<file path="src/rtl/cenc_pkg.sv">
package cenc_pkg;
   // Parity of a window under a tap mask.
   function automatic logic masked_parity(input logic [31:0] win, input logic [31:0] mask);
      return ^(win & mask);
   endfunction

   // Index of the first register stage inside the XOR trees.
   localparam int unsigned FIRST_STAGE = 0;
endpackage

</file>
<file path="src/rtl/cenc_history.sv">
module cenc_history #(
   parameter int unsigned K = 7
) (
   input  logic         clk,
   input  logic         rst_n,
   input  logic         clr,
   input  logic         adv,
   input  logic         din,
   output logic [K-2:0] state
);
   localparam int unsigned SW = K - 1;

   always_ff @(posedge clk or negedge rst_n) begin
      if (!rst_n)       state <= '0;
      else if (clr)     state <= '0;
      else if (adv)     state <= {din, state[SW-1:1]};
   end
endmodule

</file>
<file path="src/rtl/cenc_xor_pipe.sv">
module cenc_xor_pipe #(
   parameter int unsigned K           = 7,
   parameter logic [K-1:0] GEN_A      = 7'o133,
   parameter logic [K-1:0] GEN_B      = 7'o171,
   parameter int unsigned PIPE_STAGES = 0
) (
   input  logic         clk,
   input  logic         rst_n,
   input  logic         flush,
   input  logic         win_v,
   input  logic [K-1:0] win,
   output logic         par_v,
   output logic         par_a,
   output logic         par_b
);
   import cenc_pkg::*;

   generate
      if (PIPE_STAGES == 0) begin : g_flat
         assign par_v = win_v;
         assign par_a = masked_parity(32'(win), 32'(GEN_A));
         assign par_b = masked_parity(32'(win), 32'(GEN_B));
      end else begin : g_split
         localparam int unsigned H = K / 2;
         logic [K-1:0] wa, wb;
         logic [3:0]   part;
         logic [PIPE_STAGES-1:0] v_q;
         logic [3:0]   p_q [PIPE_STAGES];

         assign wa   = win & GEN_A;
         assign wb   = win & GEN_B;
         assign part = {^wa[K-1:H], ^wa[H-1:0], ^wb[K-1:H], ^wb[H-1:0]};

         always_ff @(posedge clk or negedge rst_n) begin
            if (!rst_n)      v_q <= '0;
            else if (flush)  v_q <= '0;
            else begin
               v_q[FIRST_STAGE] <= win_v;
               for (int i = 1; i < int'(PIPE_STAGES); i++) v_q[i] <= v_q[i-1];
            end
         end

         always_ff @(posedge clk) begin
            if (win_v) p_q[FIRST_STAGE] <= part;
            for (int i = 1; i < int'(PIPE_STAGES); i++) p_q[i] <= p_q[i-1];
         end

         assign par_v = v_q[PIPE_STAGES-1];
         assign par_a = p_q[PIPE_STAGES-1][3] ^ p_q[PIPE_STAGES-1][2];
         assign par_b = p_q[PIPE_STAGES-1][1] ^ p_q[PIPE_STAGES-1][0];
      end
   endgenerate
endmodule

</file>
<file path="src/rtl/conv_enc_k7.sv">
module conv_enc_k7 #(
   parameter int unsigned K           = 7,
   parameter logic [K-1:0] GEN_A      = 7'o133,
   parameter logic [K-1:0] GEN_B      = 7'o171,
   parameter int unsigned PIPE_STAGES = 0
) (
   input  logic clk,
   input  logic rst_n,
   input  logic clr,
   input  logic in_valid,
   input  logic in_bit,
   output logic out_valid,
   output logic code_a,
   output logic code_b
);
   localparam int unsigned SW = K - 1;

   generate
      if (K < 3 || K > 16) begin : g_bad_k
         $error("conv_enc_k7: K out of range");
      end
      if (!GEN_A[K-1] || !GEN_B[K-1] || !GEN_A[0] || !GEN_B[0]) begin : g_bad_gen
         $error("conv_enc_k7: generators must tap both window ends");
      end
      if (PIPE_STAGES > 4) begin : g_bad_pipe
         $error("conv_enc_k7: PIPE_STAGES above 4");
      end
   endgenerate

   logic          in_v_q, in_d_q;
   logic [SW-1:0] enc_state;
   logic          par_v, par_a, par_b;

   // Input isolation register; clear drops the bit presented with it.
   always_ff @(posedge clk or negedge rst_n) begin
      if (!rst_n) begin
         in_v_q <= 1'b0;
         in_d_q <= 1'b0;
      end else begin
         in_v_q <= in_valid && !clr;
         if (in_valid) in_d_q <= in_bit;
      end
   end

   cenc_history #(.K(K)) u_hist (
      .clk(clk), .rst_n(rst_n), .clr(clr),
      .adv(in_v_q), .din(in_d_q), .state(enc_state)
   );

   cenc_xor_pipe #(.K(K), .GEN_A(GEN_A), .GEN_B(GEN_B), .PIPE_STAGES(PIPE_STAGES)) u_xor (
      .clk(clk), .rst_n(rst_n), .flush(clr),
      .win_v(in_v_q), .win({in_d_q, enc_state}),
      .par_v(par_v), .par_a(par_a), .par_b(par_b)
   );

   // Output isolation register; bits move only with a valid pair.
   always_ff @(posedge clk or negedge rst_n) begin
      if (!rst_n) begin
         out_valid <= 1'b0;
         code_a    <= 1'b0;
         code_b    <= 1'b0;
      end else if (clr) begin
         out_valid <= 1'b0;
      end else begin
         out_valid <= par_v;
         if (par_v) begin
            code_a <= par_a;
            code_b <= par_b;
         end
      end
   end
endmodule

</file>
<file path="config.mk">
export PLATFORM = sky130hd
export DESIGN_NAME = conv_enc_k7
export DESIGN_NICKNAME = d
export VERILOG_FILES = /design/src/rtl/cenc_pkg.sv /design/src/rtl/cenc_history.sv /design/src/rtl/cenc_xor_pipe.sv /design/src/rtl/conv_enc_k7.sv
export SDC_FILE = /design/constraint.sdc
export NUM_CORES = 1
export LEC_CHECK = 0
export BUFFER_PORTS_ARGS = -buffer_cell sky130_fd_sc_hd__buf_4
export CAP_MARGIN = 30
export CORE_AREA = 2 2 39 41
export DETAILED_ROUTE_END_ITERATION = 12
export DIE_AREA = 0 0 41 43
export PLACE_DENSITY_LB_ADDON = 0.2
export SETUP_SLACK_MARGIN = 0.5
export SLEW_MARGIN = 20
export SYNTH_ARGS = -nofsm -noshare
export SYNTH_HDL_FRONTEND = slang
export SYNTH_SLANG_ARGS = --single-unit
</file>
<file path="constraint.sdc">
create_clock -name clk -period 1.2 [get_ports clk]
set_input_delay 0.24 -clock clk [delete_from_list [all_inputs] [get_ports clk]]
set_output_delay 0.24 -clock clk [all_outputs]
set_load 0.1 [all_outputs]
</file>
==> reports/metrics.csv <==
stage,metric,value,unit
place,dpl_cell_area,569,µm²
timing,finalClockSkew,0.000819,ns
power_and_ir_drop,pwr-share-clk,26.2,%
drt,via_per_inst,4.72,
clock_tree,clkSlewWorstSetupHoldPaths,0.07,ns
cells_and_area,postLayoutCoreUtil,49.8,%
worst_setup_path,cp_max_fo,2,
place,dp_cells,58,
cells_and_area,seq_area,285,µm²
status,status,"complete, no violations",
yosys,ys_warn_count,0,
floorplanning,dieHeight,43,µm
clock_tree,clock_path_buffers,2,
floorplanning,initial_utilization,34.5,%
clock_tree,cts_tree,yes,
drt,wl_per_cell,13.0,µm
yosys,ys_seq_elements,11,
yosys,syn_area_per_cell,13.3,µm²
cells_and_area,fin_area,689,µm²
power_and_ir_drop,p_comb_share,29.2,%
yosys,ys.flop_type,dfrtp_1,
power_and_ir_drop,vdd.ir_drop.worst,800,µV
global_routing,track_usage,12.7,%
timing,slew_violations,0,
worst_setup_path,cp-start-kind,flop,
timing,worst_pin_slew,0.228,ns
global_routing,antenna_found_initial,0,
yosys,synth-seq-area-share,57.6,%
cells_and_area,drive_above_1_share,48.1,%
global_routing,grt_pass1_vias,289,
power_and_ir_drop,leakage,0.342,nW
power_and_ir_drop,powerDensity,1410,mW/mm²
power_and_ir_drop,switching_share,32.8,%
timing,finalHoldViolCount,0,
yosys,yosysTopAreaCell,dfrtp_1,
global_routing,grt_pass1_wl,1.40,mm
clock_tree,h-tree-depth,1,
yosys,async_flop_share,100,%
clock_tree,clk_latency,0.27,ns
cells_and_area,diodes,0,
power_and_ir_drop,internal_power,0.651,mW
yosys,synth_fp_nets,41,
worst_setup_path,required,1.40,ns
power_and_ir_drop,switchingPower,0.319,mW
yosys,synth.distinct_cells,13,
floorplanning,placementRows,14,
worst_hold_path,holdPathEnd,in_v_q,
global_routing,gr-total-overflow,0,
cells_and_area,num-nets-final,58,
clock_tree,cts_buffers,3,
floorplanning,die_x,41,µm
worst_setup_path,cp_data_arrival_time,1.37,ns
worst_setup_path,crit_type,reg2reg,
worst_setup_path,end_kind,flop,
worst_hold_path,min_path_type,in2reg,
yosys,synthesis.area,478,µm²
timing,fin_tns_setup,0,ns
place,post-dp-hpwl,586,µm
power_and_ir_drop,seqPwrFrac,44.5,%
cells_and_area,area_growth,44.2,%
drt,drt_iter0_drc,2,
worst_hold_path,min_path_cells,2,
timing,fin_crit,1.17,ns
yosys,synth.area.top_cells,"dfrtp_1 58%, mux2i_1 13%, xnor3_1 9.4%",
floorplanning,ios,8,
yosys,synth_most_common_cell,dfrtp_1,
cells_and_area,nFillCells,118,
yosys,netlist_instances,36,
drt,ant_nets,0,
drt,vias,321,
clock_tree,cts.sinks,11,
cells_and_area,multi_input_area,216,µm²
drt,drcViolationCount,0,
clock_tree,root_buffer,clkbuf_4,
yosys,synth_top_cell_area_share,57.6,%
floorplanning,dieArea,0.00176,mm²
floorplanning,core-area,0.00138,mm²
timing,max_freq,854,MHz
yosys,synth_edf_count,0,
place,place.gp.congestion,0.691,
worst_setup_path,worstReg2RegStart,u_hist.state[0],
drt,finalWirelength,887,µm
worst_hold_path,hold_path_startpoint,clr,
yosys,synthTopCellsByCount,"11 x dfrtp_1, 6 x mux2i_1, 6 x nor2_1",
timing,max_slew_margin,84.8,%
timing,period_share,97.6,%
worst_setup_path,reg2regPathDepth,3,
place,numPortBuffers,7,
drt,drt_first_pass_iters,4,
flow_run,cap_violations,0,
cells_and_area,fin_cells,68,
timing,rsz0062_at_grt,yes,
timing,setup_violations,0,
worst_setup_path,r2r-end,code_a,
global_routing,grt_max_degree,12,
worst_setup_path,rrSetupSlack,0.03,ns
==> sequential cells by signal, summed over array words and instances, names as in the netlist <==
name	cells
code_b	1
in_d_q	1
in_v_q	1
u_hist.state	6
code_a	1
out_valid	1
==> timing repair <==
item | 4_1_cts | 5_1_grt
cloned | 0 | 0
hold buffers | 1 | 0
gates resized for setup | 8 | 4
pin swaps | 1 | 0
buffers inserted | 4 | 1
setup endpoints to repair | 13 | 13
hold endpoints to repair | 11 | 0
==> final cells by class <==
type | count | share of cell area, %
sequential | 11 | 41.4
multi-input combinational | 23 | 31.4
timing repair buffer | 13 | 20.0
tap | 16 | 2.90
clock buffer | 4 | 3.81
inverter | 1 | 0.544
==> how the worst max path moves through the flow <==
stage / startpoint / cells past startpoint / to
floorplan: in_d_q / 3 / code_b
global placement: in_d_q / 3 / code_b
detailed placement: in_d_q / 3 / code_b
CTS: u_hist.state[4] / 3 / code_b
global route: u_hist.state[0] / 3 / code_a
finish: u_hist.state[0] / 3 / code_a
==> critical path, stage by stage (launching register included) <==
cell,delay [ns]
dfrtp_1,0.41
xnor2_2,0.24
xnor3_1,0.34
o21ai_1,0.11
==> placed cells by master, fill, tap and decap left out <==
cell type,netlist,layout
buf_4,0,9
dfrtp_1,11,7
mux2i_1,6,6
nor2_1,6,6
clkbuf_4,0,3
buf_12,0,3
xnor2_2,1,2
xnor3_1,2,2
nand2_1,2,2
dfrtp_4,0,2
dfrtp_2,0,2
nor2b_1,1,1
nand2b_4,0,1
inv_2,0,1
mux2_4,0,1
o21ai_1,2,1
o21ai_2,0,1
clkbuf_1,0,1
dlygate4sd3_1,0,1
==> metal layers <==
| layer | track usage [%] | wire length [µm] | vias up | part of all wire, % |
|---|---|---|---|---|
| met4 | 10.0 | 4 | 0 | 0.45 |
| met3 | 4.71 | 40 | 2 | 4.5 |
| met1 | 17.9 | 409 | 158 | 46 |
| met5 | 0 | 0 | - | 0 |
| li1 | - | - | 153 | - |
| met2 | 15.0 | 433 | 8 | 49 |
==> cell families after synthesis <==
family	share of synthesized area (%)
DFF	57.6
and+or+nand+nor	8.90
muxes	14.9
xor gates and xnor gates	14.7
AOI/OAI and AO/OA	2.09
buffers and inverters	1.83
==> power groups by stage <==
stage | combinational [mW] | clock [mW] | sequential, mW
after floorplan | 0.0591 | 0 | 0.539
after global placement | 0.220 | 0 | 0.428
after detailed placement | 0.223 | 0 | 0.429
after CTS | 0.259 | 0.266 | 0.427
after global routing | 0.293 | 0.287 | 0.434
final | 0.284 | 0.255 | 0.432
==> per-stage QoR <==
step	worst slack [ns]	hold WS, ns	power [mW]
floorplan	0.107	-0.0556	0.598
global placement	0.0315	0.0787	0.647
detailed placement	-0.0258	0.0810	0.652
CTS	0.0181	0.177	0.953
global route	-0.0329	0.173	1.01
finish	0.0286	0.184	0.970
Note: power is estimated with default switching activity, not from simulation.
